[src/rtl/pwr_gate_pkg.sv]
package pwr_gate_pkg;

    typedef enum logic [1:0] {
        PM_RUN   = 2'b00,
        PM_IDLE  = 2'b01,
        PM_SLEEP = 2'b10,
        PM_WAKE  = 2'b11
    } pm_state_e;

    typedef struct packed {
        logic cpu;
        logic sys;
        logic posc;
        logic aosc;
        logic fscm;
    } core_en_t;

    localparam int unsigned WAKE_CAP = 7;

    function automatic int unsigned wake_len(input int unsigned restart);
        if (restart == 0)        return 1;
        else if (restart > WAKE_CAP) return WAKE_CAP;
        else                     return restart;
    endfunction

    function automatic core_en_t core_en_for(input pm_state_e s);
        core_en_t e;
        case (s)
            PM_RUN:   e = '{cpu: 1'b1, sys: 1'b1, posc: 1'b1, aosc: 1'b1, fscm: 1'b1};
            PM_IDLE:  e = '{cpu: 1'b0, sys: 1'b1, posc: 1'b1, aosc: 1'b1, fscm: 1'b1};
            PM_SLEEP: e = '{cpu: 1'b0, sys: 1'b0, posc: 1'b0, aosc: 1'b0, fscm: 1'b0};
            default:  e = '{cpu: 1'b0, sys: 1'b1, posc: 1'b1, aosc: 1'b1, fscm: 1'b1};
        endcase
        return e;
    endfunction

endpackage

[src/rtl/pwr_mode_fsm.sv]
module pwr_mode_fsm
    import pwr_gate_pkg::*;
#(
    parameter int unsigned OSC_RESTART = 4
) (
    input  logic      clk,
    input  logic      rst,
    input  logic      lp_req,
    input  logic      lp_sel,
    input  logic      wake,
    output pm_state_e state
);
    localparam int unsigned WLEN = wake_len(OSC_RESTART);
    localparam logic [2:0]  WLAST = 3'(WLEN - 1);

    pm_state_e  nxt;
    logic [2:0] wcnt, wcnt_nxt;

    always_comb begin
        nxt      = state;
        wcnt_nxt = wcnt;
        case (state)
            PM_RUN: begin
                if (lp_req && !wake)
                    nxt = lp_sel ? PM_SLEEP : PM_IDLE;
            end
            PM_IDLE: begin
                if (wake) nxt = PM_RUN;
            end
            PM_SLEEP: begin
                if (wake) begin
                    nxt      = PM_WAKE;
                    wcnt_nxt = 3'd0;
                end
            end
            default: begin
                if (wcnt == WLAST) nxt = PM_RUN;
                else               wcnt_nxt = wcnt + 3'd1;
            end
        endcase
    end

    always_ff @(posedge clk) begin
        if (rst) begin
            state <= PM_RUN;
            wcnt  <= 3'd0;
        end else begin
            state <= nxt;
            wcnt  <= wcnt_nxt;
        end
    end
endmodule

[src/rtl/pwr_gate_map.sv]
module pwr_gate_map
    import pwr_gate_pkg::*;
#(
    parameter int unsigned NUM_PERIPH = 8
) (
    input  pm_state_e               state,
    input  logic                    wdt_en,
    input  logic [NUM_PERIPH-1:0]   stop_in_idle,
    input  logic [NUM_PERIPH-1:0]   mod_dis,
    input  logic [NUM_PERIPH-1:0]   sleep_cap,
    output core_en_t                core_en,
    output logic                    lprc_en,
    output logic [NUM_PERIPH-1:0]   periph_en
);
    assign core_en = core_en_for(state);
    assign lprc_en = wdt_en;

    for (genvar g = 0; g < NUM_PERIPH; g++) begin : g_periph
        logic mode_ok;
        always_comb begin
            case (state)
                PM_IDLE:  mode_ok = !stop_in_idle[g];
                PM_SLEEP: mode_ok = sleep_cap[g];
                default:  mode_ok = 1'b1;
            endcase
        end
        assign periph_en[g] = mode_ok && !mod_dis[g];
    end
endmodule

[src/rtl/pwr_src_hold.sv]
module pwr_src_hold #(
    parameter int unsigned SRC_W     = 3,
    parameter int unsigned RESET_SRC = 1
) (
    input  logic             clk,
    input  logic             rst,
    input  logic             in_run,
    input  logic             src_load,
    input  logic [SRC_W-1:0] src_sel,
    output logic [SRC_W-1:0] clk_src
);
    always_ff @(posedge clk) begin
        if (rst)                    clk_src <= SRC_W'(RESET_SRC);
        else if (src_load && in_run) clk_src <= src_sel;
    end
endmodule

[src/rtl/pwr_gate_ctrl.sv]
module pwr_gate_ctrl
    import pwr_gate_pkg::*;
#(
    parameter int unsigned NUM_PERIPH  = 8,
    parameter int unsigned SRC_W       = 3,
    parameter int unsigned RESET_SRC   = 1,
    parameter int unsigned OSC_RESTART = 4
) (
    input  logic                  clk,
    input  logic                  rst,
    input  logic                  lp_req,
    input  logic                  lp_sel,
    input  logic                  irq_wake,
    input  logic                  wdt_timeout,
    input  logic                  wdt_en,
    input  logic                  src_load,
    input  logic [SRC_W-1:0]      src_sel,
    input  logic [NUM_PERIPH-1:0] stop_in_idle,
    input  logic [NUM_PERIPH-1:0] mod_dis,
    input  logic [NUM_PERIPH-1:0] sleep_cap,
    output logic                  cpu_clk_en,
    output logic                  sys_clk_en,
    output logic                  posc_en,
    output logic                  aosc_en,
    output logic                  fscm_en,
    output logic                  lprc_en,
    output logic [NUM_PERIPH-1:0] periph_clk_en,
    output logic [SRC_W-1:0]      clk_src,
    output logic [1:0]            mode_status
);
    pm_state_e state;
    core_en_t  core_en;
    logic      wake;

    assign wake = irq_wake || wdt_timeout;

    pwr_mode_fsm #(.OSC_RESTART(OSC_RESTART)) u_fsm (
        .clk    (clk),
        .rst    (rst),
        .lp_req (lp_req),
        .lp_sel (lp_sel),
        .wake   (wake),
        .state  (state)
    );

    pwr_gate_map #(.NUM_PERIPH(NUM_PERIPH)) u_map (
        .state        (state),
        .wdt_en       (wdt_en),
        .stop_in_idle (stop_in_idle),
        .mod_dis      (mod_dis),
        .sleep_cap    (sleep_cap),
        .core_en      (core_en),
        .lprc_en      (lprc_en),
        .periph_en    (periph_clk_en)
    );

    pwr_src_hold #(.SRC_W(SRC_W), .RESET_SRC(RESET_SRC)) u_src (
        .clk      (clk),
        .rst      (rst),
        .in_run   (state == PM_RUN),
        .src_load (src_load),
        .src_sel  (src_sel),
        .clk_src  (clk_src)
    );

    assign cpu_clk_en  = core_en.cpu;
    assign sys_clk_en  = core_en.sys;
    assign posc_en     = core_en.posc;
    assign aosc_en     = core_en.aosc;
    assign fscm_en     = core_en.fscm;
    assign mode_status = state;
endmodule

[config.mk]
export PLATFORM = sky130hd
export DESIGN_NAME = pwr_gate_ctrl
export DESIGN_NICKNAME = d
export VERILOG_FILES = /design/src/rtl/pwr_gate_pkg.sv /design/src/rtl/pwr_mode_fsm.sv /design/src/rtl/pwr_gate_map.sv /design/src/rtl/pwr_src_hold.sv /design/src/rtl/pwr_gate_ctrl.sv
export SDC_FILE = /design/constraint.sdc
export NUM_CORES = 1
export LEC_CHECK = 0
export BUFFER_PORTS_ARGS = -buffer_cell sky130_fd_sc_hd__buf_2
export CORE_MARGIN = 1.5
export CORE_UTILIZATION = 29
export DETAILED_ROUTE_END_ITERATION = 8
export PLACE_DENSITY = 0.66
export SLEW_MARGIN = 30
export SYNTH_ARGS = -nofsm -noshare
export SYNTH_HDL_FRONTEND = slang
export SYNTH_SLANG_ARGS = --single-unit
[constraint.sdc]
create_clock -name clk -period 1.6 [get_ports clk]
set_clock_uncertainty 0.1 [all_clocks]
set_input_delay 0 -clock clk [delete_from_list [all_inputs] [get_ports clk]]
set_output_delay 0 -clock clk [all_outputs]
set_load 0.01 [all_outputs]
==> flow_results.org <==
** Floorplanning
- Die Y-Extent :: 50 um
- 54 I/O pins were placed.
- For this configuration, the core starts out at a cell density of 31.7%.
- Floorplan die width :: roughly 50 um
- Number of rows created at floorplan :: 16
- Standard cell core area :: 2020 um^2
- The die covers 2500 um^2.

** Drt
- After detailed routing, the number of remaining DRC violations is 0.
- Remaining antenna violation count after routing :: 0
- Routed length per placed instance :: 11.7 um
- Detailed routing inserted a total of 843 vias.
- Detailed-route vias per instance :: 4.87
- Detailed router's first-iteration violation count :: 3
- Total wire length :: 2.03 mm
- Pre-antenna DRT Iters :: 3

** Synthesis
- Biggest area consumer among synthesized cells :: sky130_fd_sc_hd__dfxtp_1
- Number of register bits inferred by synthesis :: 8
- Number of instances in the synthesized netlist :: 83
- Sequential elements use 25.0% of the synthesized area.
- Post-synth EDFFs :: 0
- Averaged over all synthesized cells, the footprint is 7.72 um^2.
- Warning count from the yosys run :: 0
- In the synthesized netlist, the cells that appear most often are sky130_fd_sc_hd__a21oi_1 (20), sky130_fd_sc_hd__dfxtp_1 (8), sky130_fd_sc_hd__nor2b_1 (8).
- sky130_fd_sc_hd__a21oi_1 is the most common cell in the netlist.
- Area contributors post-synth :: sky130_fd_sc_hd__dfxtp_1 (25%), sky130_fd_sc_hd__a21oi_1 (16%), sky130_fd_sc_hd__ha_1 (12%)
- When the netlist entered floorplanning its net count stood at approximately 120.
- Share of the synthesized area in the top cell type :: 25.0%
- Distinct cell type count of the synthesized netlist :: 26
- Summing every instance area after synthesis gives 641 um^2.
- Share of async-settable or async-resettable flops after synthesis :: 0%
- For this run, the leading register cell type out of synthesis is sky130_fd_sc_hd__dfxtp_1.

** Critical path
- Data required time at the worst endpoint :: ~1.6 ns
- Critical path, cell by cell :: inv_4, ha_4, or2_1, a221oi_2, mux2_1
- Critical path fanouts, max :: 3
- Buf/Inv on CP :: 1
- Flop-to-flop setup slack :: -0.10 ns
- Data arrival at the endpoint of the critical path :: ~1.8 ns
- On the critical path the largest part of the delay comes from flip-flops.
- The worst setup path is captured at a flop.
- Slowest stage cell on the critical path :: sky130_fd_sc_hd__dfxtp_4
- STA classifies the critical path startpoint as a flop.
- Worst setup path class :: reg -> reg
- Slowest stage delay, CP :: 0.38 ns

** Status
- The checks that failed: negative setup slack.
- Run status :: complete, but fails checks

** Timing
- Setup repair after global routing could not meet its margin everywhere.
- Fin crit share :: 106%
- For the pin with the worst max-slew slack, the measured transition is 0.275 ns.
- Adding up every negative setup slack in the final design gives -0.448 ns.
- Derived from the worst setup path, the maximum achievable clock frequency is a little under 600 MHz.
- Setup violations remaining at the end of the flow were counted as 8.
- The smallest clock period supported by the final layout is computed as 1.70 ns.
- Max-slew violations :: 0
- Relative slew margins :: 81.6%
- Final hold violation count :: 0
- In the post-route analysis, the smallest setup slack over all paths is -0.104 ns.

** Clock network
- CTS tree :: built
- Counting every sink on the clock net gives 8.
- Counting the buffers created by CTS gives 3.
- The tree is rooted in a sky130_fd_sc_hd__clkbuf_4.
- Clock-pin slew was measured on the worst setup and hold paths at 0.06 ns.
- In this run the number of H-tree levels came out at 1.
- The clock reaches the later pin of the worst-skew pair after around 0.26 ns.
- Counting along the longest clock path gives a buffer depth of 2.

** Place
- Input and output buffers added on the ports amount to 51.
- DP Wirelength :: approximately 1.5 mm
- The congestion estimate from routability-driven global placement came to 0.628.
- Placed Instances :: 160

** Final layout
- In the final layout, flip-flops and latches occupy between 150 and 200 um^2.
- Cells fill 60.7% of the core in the end.
- At the end of the flow, the number of nets in the layout was around 190.
- The count of cells in the finished layout, fillers not included, comes to 173.
- Antenna diodes :: 0
- Layout cell share with drive strength beyond 1 :: 63.7%
- Total area of multi-input combinational cells :: 549 um^2
- After filler insertion, the fill cell instance count of the layout stands at 180.
- Synth-to-layout area growth :: 91.6%

** Global routing
- Entering global routing, the biggest net connects 11 pins.
- Combined global-route utilization of all metal layers :: 15.7%
- For this run the aggregate overflow at the end of global routing stands at 0.
- Wire length of the first global-routing pass :: 3.06 mm
- Vias in the first global route :: 760
- Initial antenna violation count :: 0

** Power
- The internal portion of the total power is 1050 uW.
- Net switching is 40.9% of the power.
- Part of the power in the clock network :: 9.3%
- In this run the power density over the cells is roughly 1400 nW/um^2.
- Sequential cells burn 16.9% of the power.
- Summed over all cells, the static leakage comes to 0.000570 uW.
- Total net switching power :: between 700 and 800 uW
- VDD sags by at most between 1 and 1.5 mV.
- Combinational share of power :: 73.8%
- After layout, the design draws a total of 1780 uW.

** Flow run
- Across the run, the number of max-cap violations was 0.

** Hold path
- Hold Crit Class :: in -> reg
power by group through the flow:
| stage | registers [uW] | logic [uW] | clock network (uW) |
|---|---|---|---|
| after detailed placement | 303 | 1120 | 0 |
| after global routing | 307 | 1430 | 186 |
| after global placement | 298 | 1090 | 0 |
| after floorplan | 316 | 699 | 0 |
| after CTS | 300 | 1150 | 175 |
| final | 300 | 1310 | 166 |
stage by stage:
step / instance area, um^2 / hold slack, ns / setup WS [ns]
2_1_floorplan: 707 / -0.0559 / -0.0279
3_5_place_dp: 1020 / -0.0998 / -0.116
5_1_grt: 1230 / 0.0576 / -0.171
4_1_cts: 1110 / 0.0364 / -0.128
3_3_place_gp: 1020 / -0.0998 / -0.0488
6_report: 1230 / 0.0258 / -0.104
cell usage in the layout (no fill, tap or decap), drive strengths merged:
cell type    Yosys  routed
inv              4       4
or3b             2       2
nor2b            8       8
nand2b           2       2
dfxtp            8       8
ha               6       6
nor2             6       6
or4              1       1
a22o             1       1
a21o             1       1
mux2             3       3
a31oi            1       1
clkbuf           3       4
nand3            2       2
buf              6      62
a211o            1       1
nor3             2       2
nand2            3       3
dlygate4sd3      0       6
and3             1       1
or2              1       1
a221oi           1       1
a21oi           20      20
worst register-to-register path: stages (launching register included):
cell,delay [ns]
sky130_fd_sc_hd__dfxtp_4,0.38
sky130_fd_sc_hd__inv_4,0.05
sky130_fd_sc_hd__ha_4,0.15
sky130_fd_sc_hd__or2_1,0.23
sky130_fd_sc_hd__a221oi_2,0.32
sky130_fd_sc_hd__mux2_1,0.36
final timing paths:
path / end / cells after the start / from
hold reg to reg: u_fsm.wcnt[2]$_SDFFE_PP0P_ / 1 / u_fsm.wcnt[2]$_SDFFE_PP0P_
setup / recovery: u_fsm.state[1]$_SDFFE_PP0P_ / 5 / u_fsm.state[1]$_SDFFE_PP0P_
setup reg to reg: u_fsm.state[1]$_SDFFE_PP0P_ / 5 / u_fsm.state[1]$_SDFFE_PP0P_
hold / removal: u_fsm.state[1]$_SDFFE_PP0P_ / 4 / lp_sel
routing by layer:
layer	routed length (um)	GRT usage [%]
met5	0	0
met1	847	17.2
met4	36	8.33
met3	183	4.24
met2	958	27.0
state kept, by name, indices dropped and copies added, names as in the netlist:
| name | cells |
|---|---|
| u_src.clk_src | 3 |
| u_fsm.wcnt | 3 |
| u_fsm.state | 2 |
cell type report:
type / instances / share of cell area (%)
multi-input cells: 62 / 44.8
clock buffers: 4 / 2.14
well taps: 27 / 2.75
inverters: 4 / 1.63
repair buffers: 68 / 35.1
flip-flops and latches: 8 / 13.7
kinds of logic after synthesis:
logic type	count (synthesis)	share of synthesized area, %
AND/OR/NAND/NOR	28	25.0
AO/OA/AOI/OAI	25	22.9
buffers and inverters	13	10.2
flip-flops	8	25.0
adder cells (fa/ha/maj)	6	11.7
multiplexers	3	5.27
what timing repair did:
item / in CTS / in global routing
cloned: 0 / 0
setup endpoints to repair: 5 / 13
pin swaps: 0 / 8
hold endpoints to repair: 4 / 0
setup buffers: 0 / 3
gates resized for setup: 1 / 25
hold buffers: 6 / 0
Note: power is estimated with default switching activity, not from simulation.
